<file path="src/rtl/plock_pkg.sv">
`timescale 1ns/1ps
package plock_pkg;
  typedef enum logic {
    ST_UNLOCKED = 1'b0,
    ST_LOCKED   = 1'b1
  } lock_state_e;

  // Result of one monitoring window, valid while close is high
  typedef struct packed {
    logic close;
    logic dirty;
  } win_result_t;
endpackage

</file>
<file path="src/rtl/plock_mag_cmp.sv">
`timescale 1ns/1ps
module plock_mag_cmp #(
  parameter int ERR_W = 16
) (
  input  logic [ERR_W-1:0] err_i,
  input  logic [ERR_W-1:0] thr_i,
  output logic             viol_o
);
  logic [ERR_W-1:0] mag;

  // Absolute value; the most negative input maps to 2^(ERR_W-1) unsigned
  always_comb begin
    if (err_i[ERR_W-1]) mag = (~err_i) + ERR_W'(1);
    else                mag = err_i;
    viol_o = (mag >= thr_i);
  end
endmodule

</file>
<file path="src/rtl/plock_window.sv">
`timescale 1ns/1ps
module plock_window
  import plock_pkg::*;
(
  input  logic        clk,
  input  logic        rst_n,
  input  logic        valid_i,
  input  logic        viol_i,
  input  logic        tick_i,
  output win_result_t result_o
);
  logic dirty_q, dirty_d, hit;

  always_comb begin
    hit            = valid_i & viol_i;
    result_o.close = tick_i;
    result_o.dirty = dirty_q | hit;
    dirty_d        = tick_i ? 1'b0 : (dirty_q | hit);
  end

  always_ff @(posedge clk or negedge rst_n) begin
    if (!rst_n) dirty_q <= 1'b0;
    else        dirty_q <= dirty_d;
  end

  // a dirty mark survives until the window closes
  p_dirty_sticky_r4: assert property (@(posedge clk) disable iff (!rst_n)
    (dirty_q && !tick_i) |=> dirty_q);
endmodule

</file>
<file path="src/rtl/plock_lock_fsm.sv">
`timescale 1ns/1ps
module plock_lock_fsm
  import plock_pkg::*;
#(
  parameter int INT_W = 8
) (
  input  logic             clk,
  input  logic             rst_n,
  input  win_result_t      res_i,
  input  logic [INT_W-1:0] intv_i,
  output logic             lock_o,
  output logic             chg_o
);
  localparam logic [INT_W-1:0] CNT_MAX = '1;

  lock_state_e      state_q, state_d;
  logic [INT_W-1:0] cnt_q, cnt_d, cnt_inc, need;
  logic             chg_q, chg_d;

  always_comb begin
    need    = (intv_i == '0) ? INT_W'(1) : intv_i;
    cnt_inc = (cnt_q == CNT_MAX) ? cnt_q : cnt_q + INT_W'(1);
    cnt_d   = cnt_q;
    state_d = state_q;
    if (res_i.close) begin
      if (res_i.dirty) begin
        cnt_d   = '0;
        state_d = ST_UNLOCKED;
      end else begin
        cnt_d = cnt_inc;
        if (cnt_inc >= need) state_d = ST_LOCKED;
      end
    end
    chg_d = (state_d != state_q);
  end

  always_ff @(posedge clk or negedge rst_n) begin
    if (!rst_n) begin
      state_q <= ST_UNLOCKED;
      cnt_q   <= '0;
      chg_q   <= 1'b0;
    end else begin
      chg_q <= chg_d;
      if (res_i.close) begin
        state_q <= state_d;
        cnt_q   <= cnt_d;
      end
    end
  end

  assign lock_o = (state_q == ST_LOCKED);
  assign chg_o  = chg_q;

  // a dirty window clears the count and lock
  p_dirty_clears_r4: assert property (@(posedge clk) disable iff (!rst_n)
    (res_i.close && res_i.dirty) |=> (cnt_q == '0 && !lock_o));
  // lock moves only after a window close
  p_hold_between_ticks_r8: assert property (@(posedge clk) disable iff (!rst_n)
    !res_i.close |=> $stable(state_q));
  // a clean close never removes lock
  p_clean_keeps_r6: assert property (@(posedge clk) disable iff (!rst_n)
    (res_i.close && !res_i.dirty && lock_o) |=> lock_o);
endmodule

</file>
<file path="src/rtl/phase_lock_det.sv">
`timescale 1ns/1ps
module phase_lock_det
  import plock_pkg::*;
#(
  parameter int ERR_W = 16,
  parameter int INT_W = 8
) (
  input  logic             clk,
  input  logic             rst_n,
  input  logic             err_valid,
  input  logic [ERR_W-1:0] err_word,
  input  logic             win_tick,
  input  logic [ERR_W-1:0] thr_cfg,
  input  logic [INT_W-1:0] intv_cfg,
  output logic             lock_o,
  output logic             lock_chg_o
);
  localparam int SYNC_N = 2;

  logic [SYNC_N-1:0] rst_sync_q;
  logic              rst_int_n;
  logic              viol;
  win_result_t       win_res;

  // Asynchronous assert, synchronous release
  always_ff @(posedge clk or negedge rst_n) begin
    if (!rst_n) rst_sync_q <= '0;
    else        rst_sync_q <= {rst_sync_q[SYNC_N-2:0], 1'b1};
  end
  assign rst_int_n = rst_sync_q[SYNC_N-1];

  plock_mag_cmp #(.ERR_W(ERR_W)) u_cmp (
    .err_i  (err_word),
    .thr_i  (thr_cfg),
    .viol_o (viol)
  );

  plock_window u_win (
    .clk      (clk),
    .rst_n    (rst_int_n),
    .valid_i  (err_valid),
    .viol_i   (viol),
    .tick_i   (win_tick),
    .result_o (win_res)
  );

  plock_lock_fsm #(.INT_W(INT_W)) u_fsm (
    .clk    (clk),
    .rst_n  (rst_int_n),
    .res_i  (win_res),
    .intv_i (intv_cfg),
    .lock_o (lock_o),
    .chg_o  (lock_chg_o)
  );

  // the pulse marks exactly the cycles where lock has just moved
  p_chg_pulse_r7: assert property (@(posedge clk) disable iff (!rst_int_n)
    lock_chg_o |-> (lock_o != $past(lock_o)));
  p_chg_needed_r7: assert property (@(posedge clk) disable iff (!rst_int_n)
    (lock_o != $past(lock_o)) |-> lock_chg_o);
  // a zero bound flags every valid sample
  p_zero_thr_r2: assert property (@(posedge clk) disable iff (!rst_int_n)
    (thr_cfg == '0) |-> viol);
  // nothing is held while reset is in force
  p_reset_quiet_r1: assert property (@(posedge clk)
    !rst_int_n |-> (!lock_o && !lock_chg_o));
endmodule

</file>
<file path="config.mk">
export PLATFORM = sky130hd
export DESIGN_NAME = phase_lock_det
export DESIGN_NICKNAME = d
export VERILOG_FILES = /design/src/rtl/plock_pkg.sv /design/src/rtl/plock_mag_cmp.sv /design/src/rtl/plock_window.sv /design/src/rtl/plock_lock_fsm.sv /design/src/rtl/phase_lock_det.sv
export SDC_FILE = /design/constraint.sdc
export NUM_CORES = 1
export LEC_CHECK = 0
export ABC_AREA = 1
export BUFFER_PORTS_ARGS = -buffer_cell sky130_fd_sc_hd__buf_2
export CORE_AREA = 2 2 66 56
export DETAILED_ROUTE_END_ITERATION = 8
export DIE_AREA = 0 0 68 58
export PLACE_DENSITY = 0.9
export SLEW_MARGIN = 20
export SYNTH_ARGS = -nofsm -noshare
export SYNTH_HDL_FRONTEND = slang
export SYNTH_SLANG_ARGS = --single-unit
</file>
<file path="constraint.sdc">
create_clock -name clk -period 0.8 [get_ports clk]
set_input_delay 0 -clock clk [delete_from_list [all_inputs] [get_ports clk]]
set_output_delay 0 -clock clk [all_outputs]
set_load 0.05 [all_outputs]
</file>
**Word level (Yosys, flattened, before mapping)**

Index checks and enable logic that the tools add are counted.

- Register bits: 13
- Output and inout port bits: 2
- Input port bits: 44
- Word-level logic and storage cells: 23

- Muxes and demuxes: 8
- Eq/ne operators: 2
- $add $sub $neg: 2
- Bitwise gates (word level): 3
- Order comparisons: 2
- Reduce and logical (&&, ||, !) cells: 1

Operators with widths:

| cell | number |
|---|---|
| $mux 8 | 3 |
| $add 16x1->16 const B | 1 |
| $ge 16x16->1 | 1 |
| $mux 16 | 1 |
| $not 16->16 | 1 |
| $add 8x1->8 const B | 1 |
| $eq 8x8->1 const B | 1 |
| $ge 8x8->1 | 1 |
| $logic_not 8->1 | 1 |
| $mux 1 | 4 |
| $and 1x1->1 | 1 |
| $ne 1x1->1 | 1 |
| $or 1x1->1 | 1 |

**Logic depth before layout (Yosys ltp)**

Gate-level depths: netlist of the first run.

- Depth after elaboration: 9
- Mapped depth: 21

**By module**

From an unflattened synthesis of the first run, not the netlist that was laid out.

- Cell total of the unflattened synthesis: 291
- Area, all modules: 1808.0 µm²

By module, submodules not included:

| module | area an instance (µm²) | sequential area each (µm²) | cells each | times used |
|---|---|---|---|---|
| plock_lock_fsm | 859.6 | 250.2 | 123 | 1 |
| plock_mag_cmp | 842.1 | 0.0 | 159 | 1 |
| phase_lock_det | 53.8 | 50.0 | 3 | 1 |
| plock_window | 52.6 | 25.0 | 6 | 1 |

**Least setup slack after synthesis of the first run**

No wires, ideal clock.

- Path type: input to register
- From: input port err_word[0]
- To: register u_fsm.cnt_q[1]
- Arrival: 2041 ps
- Stages: 19
- Path slack: -1324 ps
- Buffers on the path: 0
- Path through: inv_1 ha_1 inv_1 nor3_1 nand2_1 nor3_2 nand3_1 o21ai_2 xor2_1 ha_1 nand2_1 o21ai_0 a21oi_1 nand2_1 nand2_1 nand2_1 nor2_4 nand2_1 o21ai_0

- Longest elaborated chain between the ends: 7

RTL lines:

| element | RTL line | text |
|---|---|---|
| start, declared | phase_lock_det.sv:11 | `input logic [ERR_W-1:0] err_word,` |
| $not 16->16 | plock_mag_cmp.sv:13 | `if (err_i[ERR_W-1]) mag = (~err_i) + ERR_W'(1);` |
| $add 16x1->16 | plock_mag_cmp.sv:13 |  |
| $mux 16 * | plock_mag_cmp.sv:13 |  |
| $ge 16x16->1 * | plock_mag_cmp.sv:15 | `viol_o = (mag >= thr_i);` |
| $and 1x1->1 * | plock_window.sv:15 | `hit = valid_i & viol_i;` |
| $or 1x1->1 * | plock_window.sv:17 | `result_o.dirty = dirty_q \| hit;` |
| $mux 8 * | plock_lock_fsm.sv:26 | `if (res_i.dirty) begin` |
| end signal, assigned | plock_lock_fsm.sv:46 | `cnt_q <= cnt_d;` |
| end, declared | plock_lock_fsm.sv:17 | `logic [INT_W-1:0] cnt_q, cnt_d, cnt_inc, need;` |

Mark *: on every way between the ends. The rest lies on a longest branch, timed or not.
A chain may end at the register's enable or synchronous reset.

**Worst setup path in the final report of the first run**

- From: register u_fsm.cnt_q[0]
- To: register u_fsm.chg_q (netlist: u_fsm.chg_o)

- Longest elaborated chain between the ends: 7
- Elaborated cells on any way between the ends: 8

RTL lines:

| element | RTL line | text |
|---|---|---|
| $add 8x1->8 / $eq 8x8->1 (equally long branches) | plock_lock_fsm.sv:22 | `cnt_inc = (cnt_q == CNT_MAX) ? cnt_q : cnt_q + INT_W'(1);` |
| $mux 8 * | plock_lock_fsm.sv:22 |  |
| $ge 8x8->1 * | plock_lock_fsm.sv:31 | `if (cnt_inc >= need) state_d = ST_LOCKED;` |
| $mux 1 * | plock_lock_fsm.sv:31 |  |
| $mux 1 * | plock_lock_fsm.sv:26 |  |
| $mux 1 * | plock_lock_fsm.sv:25 | `if (res_i.close) begin` |
| $ne 1x1->1 * | plock_lock_fsm.sv:34 | `chg_d = (state_d != state_q);` |
| named net u_fsm.chg_d | plock_lock_fsm.sv:18 | `logic chg_q, chg_d;` |
| end signal, assigned | plock_lock_fsm.sv:43 | `chg_q <= chg_d;` |
| end, declared | plock_lock_fsm.sv:18 |  |

The timed path passes the listed nets; every way through them passes the cells marked *.

==> key figures, run 1 <==
Floorplan
  • Io pins: 46
  • Core area: 3280 um2
  • Vert. Die Dim: 58 um
  • Die extent in x: 68 um
  • Std cell rows: 19
  • Starting Density: 50.5%
  • Die footprint: 3940 um2

Power and ir drop
  • Static leakage: 1.46 nW
  • Worst VDD drop: 890 uV
  • PwrDens: 1530 nW/um2
  • Design Power: 0.00384 W

CTS
  • Later-pin clock latency in the skew report: 0.25 ns
  • Clk buf depth: 2
  • CTS tree: done
  • H-tree depth: 1
  • CTS Root Cell: clkbuf_8
  • CTS Buf Count: 3
  • Clock slew at reported path FFs: 0.06 ns
  • Clock sinks: 13

Drt
  • Met1 WL: 2.06 mm
  • Vias: 2036
  • Metal3 WL: 329 um
  • Overall routed net length: 5.76 mm
  • DR top layer: met4
  • Post-route ant nets: 0
  • Drt first pass iters: 4
  • Routed wire per std cell: 15.1 um
  • Via-per-instance ratio: 5.34
  • Number of DRC markers in iteration 0: 112
  • Met2 WL: 3.01 mm
  • DRC Markers: 0

Critical path
  • CP bufs+invs: 2
  • Slowest-stage cell, CP: dfrtp_1
  • Crit path max fanout: 3
  • Crit path kind: reg -> reg
  • Crit path DAT: 2.59 ns
  • Max incr delay on CP: 0.39 ns
  • CP dominant cell by count: nand3_1
  • Startpoint types: register
  • Critical path, cell by cell: buf_4, nand3_1, inv_1, nand3_1, xor2_1, nand2_1, ha_1, nand2_1, nor2_2, nand4_1, nand4_1, nand3_1, nand3_1, nand2_1
  • Critical Path Start: u_fsm.cnt_q[0]$_DFFE_PN0P_
  • Setup crit end kind: register
  • CP delay by family, top: simple AND/OR/NAND/NOR gates
  • Reg-to-Reg Start: u_fsm.cnt_q[0]$_DFFE_PN0P_
  • Req. time, crit path: 0.93 ns

Cells and area
  • Share of layout cells above drive strength 1: 37.5%
  • Cell Count, Final, Fillers Out: 381
  • Layout area overhead: 51.9%
  • Filler Cells Inserted: 207
  • Antenna diodes: 0
  • Commonest non-fill, non-tap cell in the layout: nand2_1
  • Nets@finish: 410
  • Final instance area: 2520 um2
  • Leading cell types in the layout, fill and taps excluded: 53 x nand2_1, 50 x inv_1, 44 x buf_4, 40 x buf_2, 24 x ha_1

Placement
  • Final Wtd Congestion: 0.912
  • Port-buffer cells: 45
  • Setup Slack @ Placement: -1.68 ns
  • Placed Cells: 366
  • DP Wirelength: 3.76 mm
  • Placed cell area: 2260 um2

Synth
  • Post-synthesis sequential element count: 13
  • Synth unique cells: 27
  • Post-Syn Instances: 244
  • Sequential-to-total area share from yosys stat: 19.6%
  • Mean Syn Cell Area: 6.79 um2
  • Synthesized net count: 314
  • Yosys warning count: 0
  • Syn Std Cell Area: 1660 um2

STA
  • RSZ-0062 raised after global routing: yes
  • F_max: 407 MHz
  • Count of pins over their slew limit: 0
  • Setup-failing EPs final: 12
  • Setup TNS: -17.09 ns
  • Tmin final: 2.46 ns
  • Clk_skew: 0.00359 ns
  • Final worst slack: -1.66 ns
  • Final hold vios: 0
  • Period Utilization, post-route: 307%

Min path
  • Hold Crit Class: in -> async

Outcome
  • Status: finished with violations
  • Violated checks: negative setup slack

Global routing
  • First-pass GRT wire length: 8.10 mm
  • Vias in the first global route: 2050
  • Grt total ovfl: 0
  • Initial antenna violation count: 0
  • Largest net degree at the start of global routing: 12
  • Global-route usage over all layers: 27.4%

Run
  • Max-cap violations: 0
## power breakdown
group          leakage, nW  total [W]  switching (W)  internal (W)
sequential           0.170   0.000907       0.000109      0.000797
clock               0.0228   0.000602       0.000250      0.000353
combinational         1.27    0.00233        0.00125       0.00108
## kinds of logic (layout without fill, tap and decap cells)
group / count (synthesis) / count (layout) / synth area share, %
XOR/XNOR: 18 / 18 / 9.96
AO/OA/AOI/OAI: 31 / 31 / 10.3
flip-flops: 13 / 13 / 19.6
buffers and inverters: 56 / 150 / 12.7
adder cells (fa/ha/maj): 26 / 26 / 19.6
AND/OR/NAND/NOR: 99 / 100 / 27.6
other: 1 / 1 / 0.226
## sequential cells by signal, summed over array words and instances, names as in the netlist
name / flops
u_fsm.cnt_q: 8
rst_sync_q: 2
u_fsm.chg_o: 1
u_fsm.lock_o: 1
u_win.dirty_q: 1
## timing repair
| action | 4_1_cts | 5_1_grt |
|---|---|---|
| cloned | 1 | 0 |
| buffers inserted | 6 | 3 |
| setup endpoints to repair | 13 | 13 |
| hold endpoints to repair | 2 | 0 |
| gates resized for setup | 21 | 16 |
| hold buffers | 1 | 0 |
| pin swaps | 8 | 20 |
## final cells by class
| cell class | instances | area [um2] | share of cell area [%] |
|---|---|---|---|
| clock buffer | 4 | 45.0 | 1.79 |
| inverter | 54 | 226 | 8.99 |
| multi-input combinational | 176 | 1230 | 48.8 |
| sequential | 13 | 325 | 12.9 |
| tap | 42 | 52.6 | 2.09 |
| timing repair buffer | 92 | 641 | 25.4 |
## cells in the mapped netlist (all sizes together)
master	number	area (um2)
o21a	1	7.51
dfrtp	13	325
a41o	1	10.0
a21oi	16	83.8
nand3	9	62.6
nand2	57	216
conb	1	3.75
inv	54	203
ha	26	325
nor2	20	82.6
xnor2	1	8.76
xor2	17	156
nor4	2	12.5
o21ai	13	68.8
nor3	5	46.3
nand4	6	37.5
clkbuf	2	7.51
## through the flow
step,util (%),hold WS [ns]
5_1_grt,76.8,0.0902
6_report,76.8,0.0771
4_1_cts,74.0,0.0583
3_5_place_dp,69.0,-0.200
2_1_floorplan,-,-0.296
3_3_place_gp,69.0,-0.213
## layer usage
metal	track usage [%]	vias up
li1	-	965
met4	16.9	0
met3	5.05	32
met1	27.8	938
met2	50.6	101
met5	0	-
## final timing paths
check / endpoint / slack (ns) / cells after the start
worst max-delay path: u_fsm.chg_o$_DFF_PN0_ / -1.66 / 14
min in group clk: u_fsm.cnt_q[0]$_DFFE_PN0P_ / 0.08 / 4
worst max register to register: u_fsm.chg_o$_DFF_PN0_ / -1.66 / 14
max in group asynchronous: u_fsm.cnt_q[2]$_DFFE_PN0P_ / 0.43 / 1
worst min register to register: u_fsm.cnt_q[3]$_DFFE_PN0P_ / 0.22 / 1
worst min-delay path: rst_sync_q[1]$_DFF_PN0_ / 0.08 / 2
(Power assumes the default switching activity.)
==> run 2, diff against run 1 <==
==> constraint.sdc (replaced) <==
create_clock -name clk -period 0.8 [get_ports clk]
set_input_delay 0 -clock clk [delete_from_list [all_inputs] [get_ports clk]]
set_output_delay 0 -clock clk [all_outputs]
set_load 0.02 [all_outputs]
==> run 2 against run 1 <==
The run still ends with negative setup slack left. Wire length grew 2.0%. Combinational power is 2% lower. Clock skew decreased by 0.0010 ns. Die area unchanged. Global-route usage rose by 2.1 points. Critical path depth stayed put. Fmax rose by 5.8%. Clock power shrank 1%. Sequential power is essentially flat. Clock-buffer cell count unchanged. Setup slack gained 0.14 ns. Sequential cell count is the same.
==> key figures, run 2 (synthesized netlist as in run 1, its figures left out) <==
Critical path
  • Startpoint types: register (unchanged)
  • Crit path kind: reg -> reg (unchanged)
  • Req. time, crit path: 0.92 ns (was 0.93 ns)
  • Critical path, cell by cell: ha_2, nand2_2, nor3_4, nand3_4, nand2_2, nor2_2, a21oi_2, ha_1, a21oi_2, o21ai_1, nand2_1, nand4_1, nand3_2, o21ai_1 (was buf_4, nand3_1, inv_1, nand3_1, xor2_1, nand2_1, ha_1, nand2_1, nor2_2, nand4_1, nand4_1, nand3_1, nand3_1, nand2_1)
  • Internal reg-to-reg setup slack: -1.52 ns (was -1.66 ns)
  • Max incr delay on CP: 0.38 ns (was 0.39 ns)
  • Slowest-stage cell, CP: dfrtp_1 (unchanged)
  • CP delay by family, top: simple AND/OR/NAND/NOR gates (unchanged)
  • Crit path max fanout: 5 (was 3)
  • Setup crit end kind: register (unchanged)
  • Worst reg2reg endpoint: u_fsm.lock_o$_DFFE_PN0P_ (was u_fsm.chg_o$_DFF_PN0_)
  • Worst Reg-to-Reg Cells: 14 (unchanged)
  • Crit path DAT: 2.44 ns (was 2.59 ns)
  • CP bufs+invs: 0 (was 2)
  • Crit. path cell count: 14 (unchanged)
  • Reg-to-Reg Start: u_fsm.cnt_q[0]$_DFFE_PN0P_ (unchanged)

Cells and area
  • Filler Cells Inserted: 187 (was 207)
  • Commonest non-fill, non-tap cell in the layout: buf_4 (was nand2_1)
  • Largest register FFs: 8 (unchanged)
  • Nets@finish: 419 (was 410)
  • Antenna diodes: 0 (unchanged)
  • Leading cell types in the layout, fill and taps excluded: 52 x buf_4, 50 x inv_1, 47 x nand2_1, 42 x buf_2, 24 x ha_1 (was 53 x nand2_1, 50 x inv_1, 44 x buf_4, 40 x buf_2, 24 x ha_1)
  • Post-layout util: 80.2% (was 76.8%)
  • Register area: 325 um2 (unchanged)
  • Largest registers: u_fsm.cnt_q (8), rst_sync_q (2) (unchanged)
  • Reg with most FFs: u_fsm.cnt_q (unchanged)
  • Cell Count, Final, Fillers Out: 390 (was 381)
  • Share of layout cells above drive strength 1: 41.4% (was 37.5%)
  • Multi-input logic area: 1280 um2 (was 1230 um2)
  • Layout area overhead: 58.7% (was 51.9%)

Placement
  • DP Wirelength: 3.69 mm (was 3.76 mm)
  • Setup Slack @ Placement: -1.73 ns (was -1.68 ns)
  • Port-buffer cells: 45 (unchanged)
  • Placed Cells: 368 (was 366)
  • Final Wtd Congestion: 0.906 (was 0.912)

CTS
  • CTS Buf Count: 3 (unchanged)
  • H-tree depth: 1 (unchanged)
  • CTS tree: done (unchanged)
  • Clk buf depth: 2 (unchanged)
  • Clock slew at reported path FFs: 0.06 ns (about the same)
  • Later-pin clock latency in the skew report: 0.25 ns (about the same)
  • Clock sinks: 13 (unchanged)
  • CTS Root Cell: clkbuf_8 (unchanged)

Drt
  • Routed wire per std cell: 15.1 um (about the same)
  • Vias: 2074 (was 2036)
  • Number of DRC markers in iteration 0: 81 (was 112)
  • Via-per-instance ratio: 5.32 (was 5.34)
  • Post-route ant nets: 0 (unchanged)
  • Drt first pass iters: 4 (unchanged)
  • Overall routed net length: 5.88 mm (was 5.76 mm)
  • DRC Markers: 0 (unchanged)

Global routing
  • Global-route usage over all layers: 29.5% (was 27.4%)
  • Grt total ovfl: 0 (unchanged)
  • First-pass GRT wire length: 8.76 mm (was 8.10 mm)
  • Initial antenna violation count: 0 (unchanged)
  • Largest net degree at the start of global routing: 12 (unchanged)
  • Vias in the first global route: 2052 (was 2050)

Floorplan
  • Die footprint: 3940 um2 (unchanged)
  • Io pins: 46 (unchanged)
  • Core area: 3280 um2 (unchanged)
  • Vert. Die Dim: 58 um (unchanged)
  • Std cell rows: 19 (unchanged)
  • Die extent in x: 68 um (unchanged)
  • Starting Density: 50.5% (unchanged)

STA
  • Final worst slack: -1.52 ns (was -1.66 ns)
  • Period Utilization, post-route: 290% (was 307%)
  • Count of pins over their slew limit: 0 (unchanged)
  • RSZ-0062 raised after global routing: yes (unchanged)
  • Setup TNS: -16.18 ns (was -17.09 ns)
  • Setup-failing EPs final: 12 (unchanged)
  • F_max: 431 MHz (was 407 MHz)
  • Final hold vios: 0 (unchanged)
  • Clk_skew: 0.00257 ns (was 0.00359 ns)
  • Tmin final: 2.32 ns (was 2.46 ns)

Run
  • Max-cap violations: 0 (unchanged)

Outcome
  • Status: finished with violations (unchanged)
  • Violated checks: negative setup slack (unchanged)

Power and ir drop
  • PwrDens: 1440 nW/um2 (was 1530 nW/um2)
  • Static leakage: 1.51 nW (was 1.46 nW)
  • Worst VDD drop: 1110 uV (was 890 uV)

Min path
  • Hold Crit Class: in -> async (unchanged)
## run 2: cell count changes in the layout (fill, tap and decap cells not counted), sizes merged
cell and delta:
buf +9
## run 2: metal layers
layer | vias up | global-route usage, % | share of wire [%]
met5 | - | 0 | 0
met2 | 115 | 56.6 | 52
met3 | 37 | 5.63 | 6.5
li1 | 982 | - | -
met1 | 940 | 30.0 | 36
met4 | 0 | 13.4 | 5.5
## run 2: where the power goes
| part | total [W] | internal, W | switching, W |
|---|---|---|---|
| sequential | 0.000906 | 0.000797 | 0.000109 |
| clock | 0.000595 | 0.000352 | 0.000243 |
| combinational | 0.00228 | 0.00111 | 0.00117 |
## run 2: final cells by class
class / instances / share of cell area, %
Multi-Input combinational cell: 176 / 48.8
Clock buffer: 4 / 1.71
Timing Repair Buffer: 101 / 26.4
Sequential cell: 13 / 12.4
Tap cell: 42 / 2.00
Inverter: 54 / 8.70
## run 2: through the flow
step           hold slack, ns  cell area [um2]  total power, W
3_5_place_dp           -0.213             2280         0.00278
2_1_floorplan          -0.296             1700         0.00190
3_3_place_gp           -0.212             2280         0.00267
6_report               0.0631             2630         0.00378
5_1_grt                0.0828             2630         0.00405
4_1_cts                0.0687             2490         0.00352
## run 2: worst max path at each step
stage | start | end | slack, ns
after detailed placement | err_word[0] | u_fsm.cnt_q[0]$_DFFE_PN0P_ | -1.73
after global routing | u_fsm.cnt_q[0]$_DFFE_PN0P_ | u_fsm.lock_o$_DFFE_PN0P_ | -1.71
after floorplan | u_fsm.cnt_q[0]$_DFFE_PN0P_ | u_fsm.lock_o$_DFFE_PN0P_ | -1.22
final | u_fsm.cnt_q[0]$_DFFE_PN0P_ | u_fsm.lock_o$_DFFE_PN0P_ | -1.52
after CTS | u_fsm.cnt_q[0]$_DFFE_PN0P_ | u_fsm.lock_o$_DFFE_PN0P_ | -1.45
after global placement | err_word[0] | u_fsm.cnt_q[6]$_DFFE_PN0P_ | -1.60
## run 2: timing repair
action / 4_1_cts / 5_1_grt
buffers inserted: 9 / 7
pin swaps: 16 / 32
cloned: 1 / 0
setup endpoints to repair: 12 / 12
endpoints found under the hold margin: 2 / 0
gates resized for setup: 22 / 27
hold buffers: 1 / 0
## run 2: worst register-to-register path, stage by stage, from the launching register on
cell and delay [ns]:
dfrtp_1 0.38, ha_2 0.21, nand2_2 0.07, nor3_4 0.22
nand3_4 0.17, nand2_2 0.12, nor2_2 0.04, a21oi_2 0.13
ha_1 0.27, a21oi_2 0.13, o21ai_1 0.07, nand2_1 0.06
nand4_1 0.13, nand3_2 0.12, o21ai_1 0.08
==> run 3, diff against run 2 <==
Settings changed: CORE_AREA 2 2 66 56 to 2 2 51 72, DIE_AREA 0 0 68 58 to 0 0 53 74.
==> run 3 against run 2 <==
The run still ends with negative setup slack left. Clock power increased by 2%. Global-route usage increased by 0.61 points. Final cell count decreased by 3.3%. Clock skew increased by 0.00091 ns. Wire length decreased by 4.6%. Largest cell class unchanged. Highest routed layer unchanged.
==> key figures, run 3 (synthesized netlist as in run 1, its figures left out) <==
Critical path
  • Setup crit end kind: register (unchanged)
  • Crit path kind: reg -> reg (unchanged)
  • Startpoint types: register (unchanged)
  • Req. time, crit path: 0.92 ns (about the same)
  • Crit path DAT: 2.46 ns (was 2.44 ns)
  • Crit path max fanout: 7 (was 5)

STA
  • Final worst slack: -1.54 ns (was -1.52 ns)
  • F_max: 428 MHz (was 431 MHz)
  • Count of pins over their slew limit: 0 (unchanged)
  • Final hold vios: 0 (unchanged)
  • Worst-case hold slack: 0.0625 ns (was 0.0631 ns)
  • RSZ-0062 raised after global routing: yes (unchanged)
  • Period Utilization, post-route: 292% (was 290%)
  • Clk_skew: 0.00348 ns (was 0.00257 ns)
  • Setup-failing EPs final: 12 (unchanged)
  • Tmin final: 2.34 ns (was 2.32 ns)

Cells and area
  • Leading cell types in the layout, fill and taps excluded: 49 x inv_1, 46 x nand2_1, 43 x buf_4, 41 x buf_2, 23 x ha_1 (was 52 x buf_4, 50 x inv_1, 47 x nand2_1, 42 x buf_2, 24 x ha_1)
  • Largest register FFs: 8 (unchanged)
  • Reg with most FFs: u_fsm.cnt_q (unchanged)
  • Final instance area: 2560 um2 (was 2630 um2)
  • Antenna diodes: 0 (unchanged)
  • Layout area overhead: 54.3% (was 58.7%)
  • Largest registers: u_fsm.cnt_q (8), rst_sync_q (2) (unchanged)
  • Nets@finish: 408 (was 419)
  • Commonest non-fill, non-tap cell in the layout: inv_1 (was buf_4)
  • Share of layout cells above drive strength 1: 41.8% (was 41.4%)

Drt
  • Vias: 2016 (was 2074)
  • Post-route ant nets: 0 (unchanged)
  • DRC Markers: 0 (unchanged)
  • Drt first pass iters: 5 (was 4)
  • Number of DRC markers in iteration 0: 41 (was 81)
  • Overall routed net length: 5.61 mm (was 5.88 mm)
  • Routed wire per std cell: 14.9 um (was 15.1 um)
  • Via-per-instance ratio: 5.35 (was 5.32)

Run
  • Max-cap violations: 0 (unchanged)

Global routing
  • First-pass GRT wire length: 8.55 mm (was 8.76 mm)
  • Initial antenna violation count: 0 (unchanged)
  • Global-route usage over all layers: 30.1% (was 29.5%)
  • Vias in the first global route: 2103 (was 2052)
  • Largest net degree at the start of global routing: 12 (unchanged)
  • Grt total ovfl: 0 (unchanged)

Floorplan
  • Std cell rows: 25 (was 19)
  • Starting Density: 50.5% (about the same)
  • Core area: 3280 um2 (about the same)
  • Vert. Die Dim: 74 um (was 58 um)
  • Io pins: 46 (unchanged)
  • Die footprint: 3920 um2 (was 3940 um2)
  • Die extent in x: 53 um (was 68 um)

CTS
  • CTS Root Cell: clkbuf_8 (unchanged)
  • Later-pin clock latency in the skew report: 0.25 ns (about the same)
  • Clock sinks: 13 (unchanged)
  • H-tree depth: 1 (unchanged)
  • CTS Buf Count: 3 (unchanged)
  • Clk buf depth: 2 (unchanged)
  • Clock slew at reported path FFs: 0.06 ns (about the same)
  • CTS tree: done (unchanged)

Placement
  • DP Wirelength: 3.91 mm (was 3.69 mm)
  • Final Wtd Congestion: 0.879 (was 0.906)
  • Placed cell area: 2240 um2 (was 2280 um2)
  • Port-buffer cells: 45 (unchanged)

Min path
  • Hold Crit Class: in -> async (unchanged)

Outcome
  • Status: finished with violations (unchanged)
  • Violated checks: negative setup slack (unchanged)

Power and ir drop
  • Worst VDD drop: 1610 uV (was 1110 uV)
  • PwrDens: 1490 nW/um2 (was 1440 nW/um2)
  • Static leakage: 1.47 nW (was 1.51 nW)
run 3: cell count changes in the layout (fill, tap and decap cells not counted), sizes merged:
cell and delta:
buf -10, nand3 -1
run 3: what timing repair did:
item | CTS | global route
hold buffers | 1 | 0
endpoints found under the hold margin | 2 | 0
resized for setup | 26 | 31
setup buffers | 7 | 3
pin swaps | 15 | 21
endpoints found under the setup margin | 12 | 12
run 3: area by class of cell:
type	instances	area [um2]
multi-input cells	175	1300
fillers	214	726
repair buffers	91	614
flip-flops and latches	13	325
inverters	54	226
well taps	40	50.0
clock buffers	4	45.0
run 3: final timing paths:
check | startpoint | end | slack [ns] | cells past startpoint
max in group asynchronous | rst_sync_q[1]$_DFF_PN0_ | u_fsm.cnt_q[5]$_DFFE_PN0P_ | 0.29 | 0
min | rst_n | rst_sync_q[0]$_DFF_PN0_ | 0.06 | 2
max | u_fsm.cnt_q[1]$_DFFE_PN0P_ | u_fsm.lock_o$_DFFE_PN0P_ | -1.54 | 12
max reg2reg | u_fsm.cnt_q[1]$_DFFE_PN0P_ | u_fsm.lock_o$_DFFE_PN0P_ | -1.54 | 12
min in group clk | win_tick | u_win.dirty_q$_DFF_PN0_ | 0.09 | 3
min reg2reg | rst_sync_q[1]$_DFF_PN0_ | u_fsm.lock_o$_DFFE_PN0P_ | 0.19 | 0
run 3: metrics by stage:
stage | setup WS (ns) | instances | util, % | TNS [ns] | total power [W]
after global placement | -1.56 | 363 | 68.2 | -16.88 | 0.00260
final | -1.54 | 377 | 77.9 | -14.89 | 0.00380
after floorplan | -1.22 | 244 | - | -12.77 | 0.00190
after global routing | -1.69 | 377 | 77.9 | -17.85 | 0.00407
after CTS | -1.45 | 375 | 74.1 | -14.96 | 0.00348
after detailed placement | -1.81 | 363 | 68.2 | -19.31 | 0.00271
run 3: critical path, cell delays in order, from the launching register on:
cell and delay, ns:
dfrtp_1 0.37, ha_2 0.22, nand2_4 0.07, nor3_4 0.20, nand3_4 0.17, buf_4 0.18, nand2_1 0.08, ha_1 0.24
a21oi_1 0.14, o21a_1 0.17, nand4_1 0.16, nand3_2 0.12, o21ai_1 0.08
run 3: routing by layer:
layer	track usage, %	share of wire (%)
met5	0	0
met3	4.42	4.8
met2	58.3	55
met1	26.4	33
met4	22.8	7.4
run 3: power breakdown:
| group | internal [W] | switching (W) |
|---|---|---|
| sequential | 0.000797 | 0.000115 |
| combinational | 0.00109 | 0.00120 |
| clock | 0.000353 | 0.000253 |
